`src/rtl/cju_pkg.sv`:
```
package cju_pkg;
  localparam int unsigned DATA_W = 16;
  localparam int unsigned ADDR_W = 16;
  localparam int unsigned SEL_W  = 3;
  localparam int unsigned JMP_LEN = 3;

  typedef enum logic [SEL_W-1:0] {
    SEL_EQ    = 3'b000,
    SEL_NE    = 3'b001,
    SEL_LT    = 3'b010,
    SEL_LE    = 3'b011,
    SEL_GT    = 3'b100,
    SEL_GE    = 3'b101,
    SEL_ALWAYS= 3'b110,
    SEL_BAD   = 3'b111
  } jsel_e;

  typedef struct packed {
    logic below;
    logic equal;
  } flags_t;
endpackage

```
`src/rtl/cju_flag_reg.sv`:
```
module cju_flag_reg
  import cju_pkg::*;
#(
  parameter int unsigned W = DATA_W
) (
  input  logic         clk_i,
  input  logic         rst_ni,
  input  logic         cmp_valid_i,
  input  logic [W-1:0] cmp_a_i,
  input  logic [W-1:0] cmp_b_i,
  output flags_t       flags_o
);
  flags_t flags_d;

  always_comb begin
    flags_d.below = cmp_a_i < cmp_b_i;
    flags_d.equal = cmp_a_i == cmp_b_i;
  end

  always_ff @(posedge clk_i or negedge rst_ni) begin
    if (!rst_ni)          flags_o <= '0;
    else if (cmp_valid_i) flags_o <= flags_d;
  end
endmodule

```
`src/rtl/cju_cond_eval.sv`:
```
module cju_cond_eval
  import cju_pkg::*;
(
  input  flags_t           flags_i,
  input  logic [SEL_W-1:0] sel_i,
  output logic             take_o,
  output logic             bad_o
);
  logic above;
  assign above = !flags_i.below && !flags_i.equal;

  always_comb begin
    take_o = 1'b0;
    bad_o  = 1'b0;
    unique case (jsel_e'(sel_i))
      SEL_EQ:     take_o = flags_i.equal;
      SEL_NE:     take_o = !flags_i.equal;
      SEL_LT:     take_o = flags_i.below;
      SEL_LE:     take_o = flags_i.below || flags_i.equal;
      SEL_GT:     take_o = above;
      SEL_GE:     take_o = !flags_i.below;
      SEL_ALWAYS: take_o = 1'b1;
      SEL_BAD:    bad_o  = 1'b1;
      default:    bad_o  = 1'b1;
    endcase
  end
endmodule

```
`src/rtl/cju_ip_select.sv`:
```
module cju_ip_select
  import cju_pkg::*;
#(
  parameter int unsigned AW  = ADDR_W,
  parameter int unsigned LEN = JMP_LEN
) (
  input  logic          clk_i,
  input  logic          rst_ni,
  input  logic          jmp_valid_i,
  input  logic          take_i,
  input  logic          bad_i,
  input  logic [AW-1:0] target_i,
  input  logic [AW-1:0] ip_i,
  output logic          taken_o,
  output logic          illegal_o,
  output logic [AW-1:0] next_ip_o
);
  localparam logic [AW-1:0] STEP = AW'(LEN);
  logic [AW-1:0] fall_ip;

  assign fall_ip = ip_i + STEP;  // wraps naturally at 2^AW

  always_ff @(posedge clk_i or negedge rst_ni) begin
    if (!rst_ni) begin
      taken_o   <= 1'b0;
      illegal_o <= 1'b0;
      next_ip_o <= '0;
    end else begin
      taken_o   <= jmp_valid_i && take_i && !bad_i;
      illegal_o <= jmp_valid_i && bad_i;
      if (jmp_valid_i && !bad_i)
        next_ip_o <= take_i ? target_i : fall_ip;
    end
  end
endmodule

```
`src/rtl/cju_top.sv`:
```
module cju_top
  import cju_pkg::*;
(
  input  logic              clk_i,
  input  logic              rst_ni,
  input  logic              cmp_valid_i,
  input  logic [DATA_W-1:0] cmp_a_i,
  input  logic [DATA_W-1:0] cmp_b_i,
  input  logic              jmp_valid_i,
  input  logic [SEL_W-1:0]  jmp_sel_i,
  input  logic [ADDR_W-1:0] jmp_target_i,
  input  logic [ADDR_W-1:0] ip_i,
  output logic              taken_o,
  output logic [ADDR_W-1:0] next_ip_o,
  output logic              illegal_o
);
  flags_t flags;
  logic   take, bad;

  cju_flag_reg #(.W(DATA_W)) u_flags (
    .clk_i, .rst_ni, .cmp_valid_i, .cmp_a_i, .cmp_b_i, .flags_o(flags)
  );

  cju_cond_eval u_cond (
    .flags_i(flags), .sel_i(jmp_sel_i), .take_o(take), .bad_o(bad)
  );

  cju_ip_select #(.AW(ADDR_W), .LEN(JMP_LEN)) u_ip (
    .clk_i, .rst_ni, .jmp_valid_i, .take_i(take), .bad_i(bad),
    .target_i(jmp_target_i), .ip_i, .taken_o, .illegal_o, .next_ip_o
  );
endmodule

```
`config.mk`:
```
export PLATFORM = sky130hd
export DESIGN_NAME = cju_top
export DESIGN_NICKNAME = d
export VERILOG_FILES = /design/src/rtl/cju_pkg.sv /design/src/rtl/cju_flag_reg.sv /design/src/rtl/cju_cond_eval.sv /design/src/rtl/cju_ip_select.sv /design/src/rtl/cju_top.sv
export SDC_FILE = /design/constraint.sdc
export NUM_CORES = 1
export LEC_CHECK = 0
export ABC_CLOCK_PERIOD_IN_PS = 2000
export BUFFER_PORTS_ARGS = -buffer_cell sky130_fd_sc_hd__clkbuf_2
export CAP_MARGIN = 25
export CORE_AREA = 2 2 63 65
export DETAILED_ROUTE_END_ITERATION = 12
export DIE_AREA = 0 0 65 67
export GPL_TIMING_DRIVEN = 0
export PLACE_DENSITY_LB_ADDON = 0.2
export SLEW_MARGIN = 20
export SYNTH_ARGS = -nofsm -noshare
export SYNTH_HDL_FRONTEND = slang
export SYNTH_SLANG_ARGS = --single-unit
```
`constraint.sdc`:
```
create_clock -name clk_i -period 2 [get_ports clk_i]
set_input_delay 0.4 -clock clk_i [delete_from_list [all_inputs] [get_ports clk_i]]
set_output_delay 0.4 -clock clk_i [all_outputs]
set_load 0.02 [all_outputs]
```
Word-level counts from Yosys, hierarchy flattened
Cells that the tools add are included.
Word-level totals
  bits in writable memories: 0
  output and inout port bits: 18
  bits in latches: 0
  memories: 0
  bits in read-only memories: 0
  bits in registers: 20
Cells by class
  divide/modulo/power cells: 0
  mux-type cells: 3
  shift-type cells: 0
  bitwise logic cells: 0
  reduce and logical (&&, ||, !) cells: 10
  multipliers: 0
  add/subtract/negate cells: 1
  equality and inequality tests: 8
  $lt $le $gt $ge: 1
Operators by type and width (count)
  $add A16 B2 Y16 const B: 1
  $eq A16 B16 Y1: 1
  $lt A16 B16 Y1: 1
  $mux W16: 1
  $eq A3 B3 Y1 const B: 4
  $pmux W1 S7: 1
  $eq A3 B2 Y1 const B: 2
  $logic_and A1 B1 Y1: 5
  $eq A3 B1 Y1 const B: 1
  $logic_not A1 Y1: 3
  $logic_not A3 Y1: 1
  $logic_or A1 B1 Y1: 1
  $mux W1: 1

Logic depth before layout (Yosys ltp)
  word-level depth: 5
  mapped depth: 7
  gate-level depth less buffers: 7

Modules after synthesis
From an unflattened synthesis, not the netlist that was laid out.
Second synthesis, totals
  cells, all modules: 210
  area total of the unflattened synthesis: 1773.0 sq um
Modules (own cells, without submodules)
  cju_ip_select: area each 1198.6 sq um, sequential area each 450.4 sq um, instances 1, cells each 136
  cju_flag_reg: area each 499.2 sq um, sequential area each 50.0 sq um, instances 1, cells each 63
  cju_cond_eval: area each 75.1 sq um, sequential area each 0.0 sq um, instances 1, cells each 11

Worst setup path after synthesis
No wires, ideal clock.
  path type: in2reg
  from: input cmp_b_i[9]
  to: register u_flags.flags_o[1] (netlist name)
  arrival: 1.720 ns
  stages: 7
  path slack: 0.197 ns
  path through: inv_1 -> ha_1 -> a21o_1 -> nand3_1 -> a21oi_1 -> or4b_2 -> o22ai_1
Between the ends
  cells in the longest elaborated chain, start to end: 1
RTL lines
  from (decl): RTL line cju_top.sv:8  | input logic [DATA_W-1:0] cmp_b_i,
  $lt A16 B16 Y1: RTL line cju_flag_reg.sv:16  | flags_d.below = cmp_a_i < cmp_b_i;
  to (signal assigned): RTL line cju_flag_reg.sv:22  | else if (cmp_valid_i) flags_o <= flags_d;
  to (decl): RTL line cju_flag_reg.sv:11  | output flags_t flags_o
No other way between the ends.
A chain may end at the register's enable or synchronous reset.

Worst setup path after layout
  from: register u_flags.flags_o[0] (netlist name)
  to: register u_ip.next_ip_o[6]
Between the ends
  cells in the longest elaborated chain, start to end: 4
  elaborated cells between the ends (all ways): 5
RTL lines
  $logic_not A1 Y1: RTL line cju_cond_eval.sv:10, cju_cond_eval.sv:17
  $logic_and A1 B1 Y1: RTL line cju_cond_eval.sv:10  | assign above = !flags_i.below && !flags_i.equal;
  $pmux W1 S7 (*): RTL line cju_cond_eval.sv:15  | unique case (jsel_e'(sel_i))
  $mux W16 (*): RTL line cju_ip_select.sv:32  | next_ip_o <= take_i ? target_i : fall_ip;
  to (signal assigned): RTL line cju_ip_select.sv:32
  to (decl): RTL line cju_ip_select.sv:16  | output logic [AW-1:0] next_ip_o
Mark *: on every way between the ends. The rest lies on a longest branch, timed or not.

==> tab_implementation.tex <==
\begin{tabular}{lr}
\hline
Metric & Value \\
\hline
\multicolumn{2}{l}{\textbf{Status}} \\
Outcome & finished clean \\
\multicolumn{2}{l}{\textbf{Worst setup path}} \\
Worst-case register-to-register setup slack & 0.24 ns \\
Setup crit end kind & flip-flop \\
Cell-by-cell listing of the critical path & or3b\_1, o211ai\_1, a32oi\_1, buf\_6, buf\_4, a32oi\_1, o21ai\_0 \\
Number of cells traversed by the worst register-to-register path & 7 \\
Worst endpoint required time & 2.12 ns \\
Most frequent CP cell & a32oi\_1 \\
CP Class & flip-flop to flip-flop \\
Max Fanout on Critical Path & 10 \\
Crit-path slowest cell & dfrtp\_1 \\
CP Launch Type & flip-flop \\
Critical register-to-register path startpoint & u\_flags.flags\_o[0] \\
R2R Path End & u\_ip.next\_ip\_o[6] \\
Slowest Stage Delay on Critical Path & 0.39 ns \\
Signal arrival time at the worst endpoint & 1.88 ns \\
\multicolumn{2}{l}{\textbf{CTS}} \\
Worst-case clock buffer depth & 2 \\
Post-CTS Hold Buffers & 0 \\
Quantity of gates resized following cts & 0 \\
Clock-pin slew on the worst setup and hold paths & 0.08 ns \\
H-tree levels & 1 \\
Sinks on the clock net & 20 \\
Clock latency on the worst-skew pair & 0.26 ns \\
CTS tree & done \\
Root buffer cell & clkbuf\_8 \\
Cts bufs inserted & 3 \\
Number of buffers inserted to repair setup after CTS & 0 \\
\multicolumn{2}{l}{\textbf{Global routing}} \\
Most Crowded Layer GR & met2 \\
Leftover overflow at the end of global routing & 0 \\
Via count of the first global-routing pass & 1547 \\
Met1 layer usage reported by global route & 0.216 \\
Global router's overall resource usage & 0.183 \\
Pin count of the biggest net entering global routing & 21 \\
Number of antenna violations at the first check in global routing & 0 \\
Met3 global-route usage & 0.0186 \\
Wire length of the first global-routing pass & 6310 um \\
GR Layer Usage met2 & 0.332 \\
\multicolumn{2}{l}{\textbf{Placed design}} \\
Number of instances in the placed design & 320 \\
Placer's final routability congestion estimate & 0.809 \\
Placement Cell Area & 2060 sq um \\
Post-detailed-placement half-perimeter wirelength & 3200 um \\
Post-Place Worst Slack & 0.0442 ns \\
IO Port Bufs & 88 \\
\multicolumn{2}{l}{\textbf{Timing}} \\
Worst slew margin & 0.667 \\
Tightest Pin Transition & 0.499 ns \\
Clk\_skew & 0.00665 ns \\
Count of endpoints failing hold in the final timing report & 0 \\
Aggregate negative setup slack & 0 ns \\
Worst Hold Slack & 0.0928 ns \\
Final clock period utilization by the worst path & 0.880 \\
Slew Viols, Final & 0 \\
Final setup violation count & 0 \\
Final WS setup & 0.239 ns \\
Setup repair after global routing missed its margin & no \\
Highest achievable clock rate & 568 MHz \\
Fin crit period & 1.76 ns \\
\multicolumn{2}{l}{\textbf{Route}} \\
Count of routing violations after the opening detailed-route iteration & 85 \\
Drt first pass iters & 4 \\
Via Count & 1624 \\
Via density & 5.01 \\
Antenna Violating Nets Remaining & 0 \\
DRT Wirelength & 3850 um \\
Per-cell routed wire length & 11.9 um \\
Final routed DRC violation total & 0 \\
\multicolumn{2}{l}{\textbf{Floorplanning}} \\
Die area & 4360 sq um \\
Top-Level Pins & 89 \\
Die Width & 65 um \\
Number of placement rows & 22 \\
Die span in y & 67 um \\
Initial Utilization & 0.433 \\
Core area & 3610 sq um \\
\multicolumn{2}{l}{\textbf{Synthesis}} \\
Mean area per synthesized cell & 8.49 sq um \\
Area fraction of the dominant cell type after synthesis & 0.321 \\
Synthesis-stage register bit count & 20 \\
Post-synthesis net count & 272 \\
Area of the mapped netlist & 1560 sq um \\
Synth warn & 0 \\
Library cell with the largest summed area after synthesis & dfrtp\_1 \\
Number of distinct library cell variants in the gate-level netlist after synthesis & 34 \\
Gate Count Post-Synth & 184 \\
Post-synthesis sequential area ratio & 0.321 \\
Cells taking the most area after synthesis & dfrtp\_1 (32\%), ha\_1 (14\%), inv\_1 (5.3\%) \\
\multicolumn{2}{l}{\textbf{Pwr}} \\
Total power & 1.24 mW \\
Leakage dissipation & 1.13 nW \\
PwrDens & 587 nW/um\^{}2 \\
VDD IR max & 201 uV \\
\multicolumn{2}{l}{\textbf{Cells and area}} \\
Final Net Count & 365 \\
Highest-count cells in the layout ignoring fill and taps & clkbuf\_2 (88), inv\_1 (22), dfrtp\_1 (20) \\
Share of the core filled with cells & 0.587 \\
Antenna diodes & 0 \\
Area Growth Syn to Fin & 35.6\% \\
Non-Filler Instances & 324 \\
Share of post-route cells with drive strength above 1 & 0.348 \\
Commonest non-fill, non-tap cell in the layout & clkbuf\_2 \\
Final std cell area, no fill & 2120 sq um \\
\multicolumn{2}{l}{\textbf{Flow run}} \\
Number of max-capacitance violations reported & 0 \\
\multicolumn{2}{l}{\textbf{Hold path}} \\
Type of the most critical hold path & primary input to asynchronous set/reset pin \\
\hline
\end{tabular}
## flip-flops by register name, summed over array words and instances (netlist names)
signal and flops:
u_flags.flags_o 2, u_ip.illegal_o 1, u_ip.next_ip_o 16, u_ip.taken_o 1
## critical path, delay by kind of cell (launching register included)
kind / cells / cell delay [ns]
buffers and inverters: 2 / 0.34
AOI/OAI and AO/OA: 4 / 0.52
DFF: 1 / 0.39
and+or+nand+nor: 1 / 0.38
## area by class of cell
class                   instances  area (sq um)
plain buffers                   6          33.8
clock buffers                   4          55.1
fillers                       344          1490
inverters                      22          82.6
multi-input cells             136           945
flip-flops and latches         20           500
well taps                      48          60.1
repair buffers                 88           440
## worst max-delay path by stage
stage,from,to,slack [ns]
2_1_floorplan,cmp_b_i[9],u_flags.flags_o[1],0.20
3_3_place_gp,cmp_b_i[9],u_flags.flags_o[1],0.05
3_5_place_dp,cmp_b_i[9],u_flags.flags_o[1],0.04
4_1_cts,u_flags.flags_o[0],u_ip.next_ip_o[6],0.20
5_1_grt,u_flags.flags_o[0],u_ip.next_ip_o[4],0.02
6_report,u_flags.flags_o[0],u_ip.next_ip_o[6],0.24
## power breakdown
group	total [mW]	internal, mW	switching (mW)
Sequential	0.494	0.463	0.0311
Clock	0.310	0.175	0.135
Combinational	0.438	0.189	0.250
Total	1.24	0.826	0.416
## cells in the mapped netlist
master	n
a21boi_0	2
a21o_1	1
a21oi_1	9
a221o_1	1
a32oi_1	3
and2_1	1
and2_4	1
and3_1	1
buf_4	1
buf_6	1
clkbuf_1	4
dfrtp_1	20
ha_1	17
inv_1	22
mux2i_1	5
nand2_1	16
nand2b_1	2
nand3_1	14
nand4_1	8
nor2_1	8
nor2b_1	1
nor3_1	5
nor4_1	1
o2111ai_1	1
o211ai_1	6
o21ai_0	10
o22ai_1	3
o311ai_0	1
o31a_1	1
or3_1	1
or3b_1	1
or4b_2	1
xnor2_1	9
xor2_1	6
## layer usage
metal  up-vias  share of wire
li1        835              -
met1       718           0.42
met2        65           0.50
met3         6          0.069
met4         0          0.015
met5         -              0
## cells by family (layout without fill, tap and decap cells)
family / count (synthesis) / count (layout) / share of synthesized area
XOR/XNOR: 15 / 15 / 0.0841
flip-flops: 20 / 20 / 0.321
multiplexers: 5 / 5 / 0.0321
AO/OA/AOI/OAI: 38 / 38 / 0.156
adder cells (fa/ha/maj): 17 / 17 / 0.136
AND/OR/NAND/NOR: 61 / 61 / 0.196
buffers and inverters: 28 / 120 / 0.0745
Power figures use the tool's default switching activity.
